==> src/rtl/smr_pkg.sv <==
package smr_pkg;
  localparam int unsigned SMR_DATA_W = 8;

  typedef logic [SMR_DATA_W:0] smr_word_t;

  // System clocks spent in each shift clock phase.
  function automatic int unsigned smr_half_cycles(input int unsigned div);
    return 2 * (div + 1);
  endfunction

  // Number of serial bits in one word.
  function automatic int unsigned smr_bits_per_word(input logic nine);
    return nine ? SMR_DATA_W + 1 : SMR_DATA_W;
  endfunction
endpackage

==> src/rtl/smr_clkgen.sv <==
module smr_clkgen #(
  parameter int DIV_W = 8
) (
  input  logic             clk,
  input  logic             rst_n,
  input  logic             run,
  input  logic [DIV_W-1:0] divisor,
  output logic             sclk,
  output logic             fall_evt
);
  import smr_pkg::*;

  localparam int CW = DIV_W + 2;

  logic [CW-1:0] cnt;
  logic [CW-1:0] last_cnt;
  logic          terminal;

  assign last_cnt = CW'(smr_half_cycles(32'(divisor)) - 1);
  assign terminal = run && (cnt >= last_cnt);
  assign fall_evt = terminal && sclk;

  always_ff @(posedge clk) begin
    if (!rst_n) begin
      cnt  <= '0;
      sclk <= 1'b0;
    end else if (!run) begin
      cnt  <= '0;
      sclk <= 1'b0;
    end else if (terminal) begin
      cnt  <= '0;
      sclk <= ~sclk;
    end else begin
      cnt <= cnt + 1'b1;
    end
  end
endmodule

==> src/rtl/smr_shifter.sv <==
module smr_shifter (
  input  logic              clk,
  input  logic              rst_n,
  input  logic              run,
  input  logic              sample_evt,
  input  logic              nine_bit,
  input  logic              sdata,
  output logic              word_done,
  output logic              word_valid,
  output smr_pkg::smr_word_t word_q
);
  import smr_pkg::*;

  localparam int BW = $clog2(SMR_DATA_W + 1);

  logic [BW-1:0] bitcnt;
  logic          last_bit;

  assign last_bit  = (bitcnt == BW'(smr_bits_per_word(nine_bit) - 1));
  assign word_done = sample_evt && last_bit;

  always_ff @(posedge clk) begin
    if (!rst_n) begin
      bitcnt     <= '0;
      word_q     <= '0;
      word_valid <= 1'b0;
    end else begin
      word_valid <= word_done;
      if (!run) begin
        bitcnt <= '0;
      end else if (sample_evt) begin
        if (bitcnt == '0) word_q <= smr_word_t'(sdata);
        else              word_q[bitcnt] <= sdata;
        bitcnt <= last_bit ? '0 : bitcnt + 1'b1;
      end
    end
  end
endmodule

==> src/rtl/smr_fifo.sv <==
module smr_fifo #(
  parameter int W     = 9,
  parameter int DEPTH = 2,
  localparam int AW   = (DEPTH > 1) ? $clog2(DEPTH) : 1,
  localparam int FW   = $clog2(DEPTH + 1)
) (
  input  logic          clk,
  input  logic          rst_n,
  input  logic          push,
  input  logic          pop,
  input  logic [W-1:0]  din,
  output logic [W-1:0]  dout,
  output logic [FW-1:0] fill,
  output logic          empty,
  output logic          drop
);
  logic [W-1:0]  mem [DEPTH];
  logic [AW-1:0] wptr, rptr;
  logic          full, do_pop, accept;

  function automatic logic [AW-1:0] next_ptr(input logic [AW-1:0] p);
    return (p == AW'(DEPTH - 1)) ? '0 : p + 1'b1;
  endfunction

  assign empty  = (fill == '0);
  assign full   = (fill == FW'(DEPTH));
  assign do_pop = pop && !empty;
  assign accept = push && (!full || do_pop);
  assign drop   = push && !accept;
  assign dout   = mem[rptr];

  for (genvar g = 0; g < DEPTH; g++) begin : g_entry
    always_ff @(posedge clk) begin
      if (accept && (wptr == AW'(g))) mem[g] <= din;
    end
  end

  always_ff @(posedge clk) begin
    if (!rst_n) begin
      wptr <= '0;
      rptr <= '0;
      fill <= '0;
    end else begin
      if (accept) wptr <= next_ptr(wptr);
      if (do_pop) rptr <= next_ptr(rptr);
      case ({accept, do_pop})
        2'b10:   fill <= fill + 1'b1;
        2'b01:   fill <= fill - 1'b1;
        default: fill <= fill;
      endcase
    end
  end
endmodule

==> src/rtl/sync_master_rx.sv <==
module sync_master_rx #(
  parameter int DIV_W = 8,
  parameter int DEPTH = 2,
  localparam int FW   = $clog2(DEPTH + 1)
) (
  input  logic             clk,
  input  logic             rst_n,
  input  logic             port_en,
  input  logic             sync_mode,
  input  logic             clk_master,
  input  logic             nine_bit_en,
  input  logic             irq_en,
  input  logic [DIV_W-1:0] divisor,
  input  logic             single_req,
  input  logic             cont_en,
  input  logic             rd_pop,
  input  logic             sdata_in,
  output logic             sclk_out,
  output logic             single_busy,
  output logic [7:0]       rx_data,
  output logic             rx_bit8,
  output logic             rx_ready,
  output logic             rx_overrun,
  output logic             rx_irq
);
  import smr_pkg::*;

  logic       active, run;
  logic       sample_evt, word_done, word_valid;
  smr_word_t  word_q, head;
  logic [FW-1:0] fill;
  logic       fifo_empty, push_drop;

  assign active = port_en && sync_mode && clk_master && (cont_en || single_busy);
  assign run    = active && !rx_overrun;

  smr_clkgen #(.DIV_W(DIV_W)) u_clk (
    .clk(clk), .rst_n(rst_n), .run(run), .divisor(divisor),
    .sclk(sclk_out), .fall_evt(sample_evt)
  );

  smr_shifter u_shift (
    .clk(clk), .rst_n(rst_n), .run(run), .sample_evt(sample_evt),
    .nine_bit(nine_bit_en), .sdata(sdata_in),
    .word_done(word_done), .word_valid(word_valid), .word_q(word_q)
  );

  smr_fifo #(.W(SMR_DATA_W + 1), .DEPTH(DEPTH)) u_buf (
    .clk(clk), .rst_n(rst_n), .push(word_valid), .pop(rd_pop),
    .din(word_q), .dout(head), .fill(fill), .empty(fifo_empty),
    .drop(push_drop)
  );

  always_ff @(posedge clk) begin
    if (!rst_n)         single_busy <= 1'b0;
    else if (word_done) single_busy <= 1'b0;
    else if (single_req) single_busy <= 1'b1;
  end

  always_ff @(posedge clk) begin
    if (!rst_n)        rx_overrun <= 1'b0;
    else if (!cont_en) rx_overrun <= 1'b0;
    else if (push_drop) rx_overrun <= 1'b1;
  end

  assign rx_data  = head[SMR_DATA_W-1:0];
  assign rx_bit8  = head[SMR_DATA_W];
  assign rx_ready = !fifo_empty;
  assign rx_irq   = rx_ready && irq_en;
endmodule

==> config.mk <==
export PLATFORM = sky130hd
export DESIGN_NAME = sync_master_rx
export DESIGN_NICKNAME = d
export VERILOG_FILES = /design/src/rtl/smr_pkg.sv /design/src/rtl/smr_clkgen.sv /design/src/rtl/smr_shifter.sv /design/src/rtl/smr_fifo.sv /design/src/rtl/sync_master_rx.sv
export SDC_FILE = /design/constraint.sdc
export NUM_CORES = 1
export LEC_CHECK = 0
export BUFFER_PORTS_ARGS = -buffer_cell sky130_fd_sc_hd__buf_2
export CAP_MARGIN = 10
export CORE_MARGIN = 2
export CORE_UTILIZATION = 57
export DETAILED_ROUTE_END_ITERATION = 8
export PLACE_DENSITY = 0.78
export SLEW_MARGIN = 20
export SYNTH_ARGS = -nofsm -noshare
export SYNTH_HDL_FRONTEND = slang
export SYNTH_SLANG_ARGS = --single-unit
==> constraint.sdc <==
create_clock -name clk -period 3.9 [get_ports clk]
set_input_delay 0.195 -clock clk [delete_from_list [all_inputs] [get_ports clk]]
set_output_delay 0.195 -clock clk [all_outputs]
set_load 0.03 [all_outputs]
==> metrics.sh <==
FINAL_CORE_UTIL_PCT=66.18
SETUP.WORST_PATH.START_CLASS='input port'
SYNTH_EDF_COUNT=18
WORST_SLEW_PIN_SLEW_PS=754.9
CTS_INSERTED_BUFFERS=5
NETLIST_AREA_SQ_MM=0.002585
CTS_TREE='yes'
CLKLATENCYLATEPIN_PS=300
ANT_NETS=0
CTS_ROOT_BUF='clkbuf_8'
FINAL_SUM_OF_NEGATIVE_SETUP_SLACK_PS=0
CLK_PIN_SLEW_WORST_PATHS_PS=90
DRV.MAX_CAP_VIOLATION_COUNT=0
MIN-DELAY-START='cont_en'
YS_DOMINANT_REG_CELL='dfxtp_1'
SYNTH_COMPOUND_AREA_SHARE_PCT=12.97
NUMBER_OF_ANTENNA_DIODES=0
GRT_OVERFLOW=0
SYNTHDISTINCTLIBCELLS=45
MIN-DELAY-PATH-CLASS='input port to flip-flop'
NUMBER_OF_RESIZED_INSTANCES_IN_THE_POST_CTS_REPAIR_STEP=0
GPL.FINAL_WEIGHTED_CONGESTION=0.8749
FLOORPLAN.ROWS=24
WL_MET1_UM=2220
CLOCK.FMAX_GHz=0.3014
TIMING.CRITICAL_PATH.FANOUT_MAX=11
DRT-TOTAL-WL_UM=4518
POSTSYNTHREGISTERBITS=50
CELLLEAKAGEPOWER_uW=0.001178
POST_SYNTH_XOR_AREA_FRACTION_PCT=6.438
LENGTH_OF_ROUTED_MET2_WIRING_UM=2079
TRITONCTS_NUM_SINKS=50
SYNTH_TOP_FAMILY_BY_AREA='simple AND/OR/NAND/NOR gates'
TOP_LAYER_USED='met4'
DRT_ITER0_DRC=74
POSTCTSSETUPBUFFERS=0
PEAKVDDDROP_mV=0.2015
DIE_HEIGHT_UM=71.34
INITIAL_ANTENNA_VIOLATION_COUNT=0
CORE_REGION_AREA_SQ_MM=0.004354
FIN_CRIT_PERIOD_PS=3318
DP_HPWL_UM=3382
CTS-ROOT-TO-SINK-BUFFERS=2
INITIAL_UTILIZATION_PCT=59.37
GRT_START_MAX_NET_PINS=19
FRACTION_OF_THE_MAPPED_NETLIST_AREA_IN_ADDER_CELLS_PCT=7.744
PORT-BUFFER-COUNT=32
SYNTH.YOSYS.SEQ_AREA_SHARE_PCT=45.69
DRT_PASS1_ITERATIONS=4
AREAGROWTHSYNTHTOFINISH_PCT=11.47
FINAL_LAYOUT_SIZE_SUFFIX_GT1_SHARE_PCT=20.49
WL_MET3_UM=142
SETUP_VIOLATIONS=0
TIMING.CRITICAL_PATH.REQUIRED_PS=4080
NUM_IO_PINS=33
YOSYS_WARNINGS=0
CRIT_PATH_START='divisor[0]'
AVGROUTEDWIREPERCELL_UM=13.29
RR_STARTPOINT='u_clk.cnt[7]'
SETUP_REPAIR_AFTER_GLOBAL_ROUTING_MISSED_ITS_MARGIN='no'
RELSLEWSLACK_PCT=49.49
FINALCRITPERIODSHARE_PCT=85.07
CP-END-KIND='flip-flop'
DRC_VIOLATIONS=0
SYNTH.NET_COUNT=288
GROUTE.USAGE.OVERALL_PCT=18.81
AVGVIACOUNTPERCELL=5.609
CTS_MAX_LEVEL=2
SYNTHESIS.AREA_PER_INSTANCE_SQ_UM=10.22
GRT_PASS1_WL_UM=7721
SYNTH_SIMPLE_GATE_AREA_SHARE_PCT=18.97
GRT_PASS1_VIAS=1743
FINCLKSKEW_PS=2.357
TOTAL_OF_HOLD_BUFFERS_INSERTED_AFTER_CLOCK_TREE_SYNTHESIS=0
RESULT_OF_THE_RUN='completed'
POST_SYNTH_INST_COUNT=253
SHARE_OF_CELL_AREA_TAKEN_BY_MUXES_AFTER_SYNTHESIS_PCT=6.244
FLOORPLAN.DIE.WIDTH_UM=71.34
PWR_DENSITY_CELL_mW_PER_MM2=311.2
CRITICAL_PATH_AT_PS=3500
TOTAL_VIA_COUNT_IN_THE_ROUTED_DESIGN=1907
CRITICAL_PATH_CLASS='input port to flip-flop'
DIE-AREA_SQ_MM=0.005089
TIMING.FINAL.HOLD_VIOLATIONS=0
ASYNCSETRESETFLOPFRACSYNTH_PCT=0
FINISH.NET_COUNT=322
REPORT.FINAL.SLEW_VIOL_COUNT=0
-- flip-flops by register name, summed over array words and instances, names as in the netlist, named ones only --
| signal | count |
|---|---|
| u_buf.fill | 2 |
| u_buf.rptr | 1 |
| u_clk.sclk | 1 |
| u_clk.cnt | 10 |
| rx_overrun | 1 |
| single_busy | 1 |
| u_shift.word_q | 9 |
| u_shift.word_valid | 1 |
| u_buf.mem | 18 |
| u_shift.bitcnt | 4 |
| u_buf.wptr | 1 |
-- worst paths after layout --
kind,end,slack (ps),cells after the start
hold reg to reg,u_buf.mem[1][1],460,0
setup / recovery,u_shift.word_q[5],580,13
setup reg to reg,u_shift.word_q[5],1730,6
hold / removal,rx_overrun,120,3
-- layout make-up --
class	instances	area [sq um]
fill	368	1473
multi-input combinational	190	1354
sequential	50	1181
timing repair buffer	32	160.2
clock buffer	5	68.82
tap	52	65.06
inverter	8	30.03
clock inverter	3	22.52
-- cells by family after synthesis --
kind of cell | count (synthesis)
and+or+nand+nor | 92
DFF | 50
buffers and inverters | 13
adders and majority gates | 16
muxes | 15
xor gates and xnor gates | 19
AOI/OAI and AO/OA | 48
-- synth_stat cells, types with 4 or more instances --
cell	number	share of area, %
and2_1	5	1.2
nor2b_1	4	0.97
clkbuf_1	4	0.58
or3_1	8	1.9
a21oi_1	11	2.1
and3_1	5	1.2
nor3_1	4	0.77
nand2_1	14	2.0
xnor2_1	10	3.4
o21ai_0	11	2.1
mux2_2	9	3.9
nand3_1	8	1.5
mux2i_1	6	2.3
edfxtp_1	18	21
ha_1	16	7.7
dfxtp_1	32	25
nor2_1	24	3.5
inv_1	8	1.2
nand4_1	6	1.5
xor2_1	9	3.0
-- cell usage in the layout (no fill, tap or decap), types with 2 or more instances in the layout --
master,count
dfxtp_1,32
buf_2,32
nor2_1,24
edfxtp_1,18
ha_1,16
nand2_1,14
a21oi_1,11
o21ai_0,11
xnor2_1,10
xor2_1,9
mux2_2,9
inv_1,8
or3_1,8
nand3_1,8
nand4_1,6
mux2i_1,6
and2_1,5
and3_1,5
clkbuf_8,5
nor3_1,4
nor2b_1,4
or2_2,3
nor3b_1,3
nand2b_1,3
o2111ai_1,3
o41ai_1,3
a31oi_1,2
nand4b_1,2
o22ai_1,2
o21ai_1,2
a211oi_1,2
o31ai_1,2
-- where the power goes --
group	switching, uW	internal [uW]	leakage [uW]	total [uW]
clock	174	129	0.0000451	303
sequential	0.761	537	0.000467	537
combinational	33.3	23.0	0.000665	56.3
total	208	688	0.00118	897
-- worst max-delay path: stages --
cell      delay (ps)
buf_2            140
ha_1             390
or4b_4           520
o22ai_2          140
a31oi_1          150
mux2i_1          200
xor2_1           170
ha_1             220
o21ai_0          100
o22ai_1          370
o211ai_2         290
o31ai_2          500
nor2_1           100
-- metrics by stage --
step                worst slack (ps)  hold slack, ps  instance area, sq um  std cells  total power, uW
CTS                            602.0           108.9                  2882        340            905.8
global route                   239.6           140.4                  2882        340            930.2
finish                         582.2           117.9                  2882        340            896.7
global placement               428.7           432.0                  2790        332            604.2
floorplan                      811.5           314.2                  2585        253            583.6
detailed placement             305.1           436.1                  2790        332            605.4
-- layer usage --
layer	up-vias	GRT usage [%]
met3	9	2.954
met5	-	0
met1	867	26.16
li1	996	-
met4	0	7.547
met2	35	29.53
Note: power is estimated with default switching activity, not from simulation.
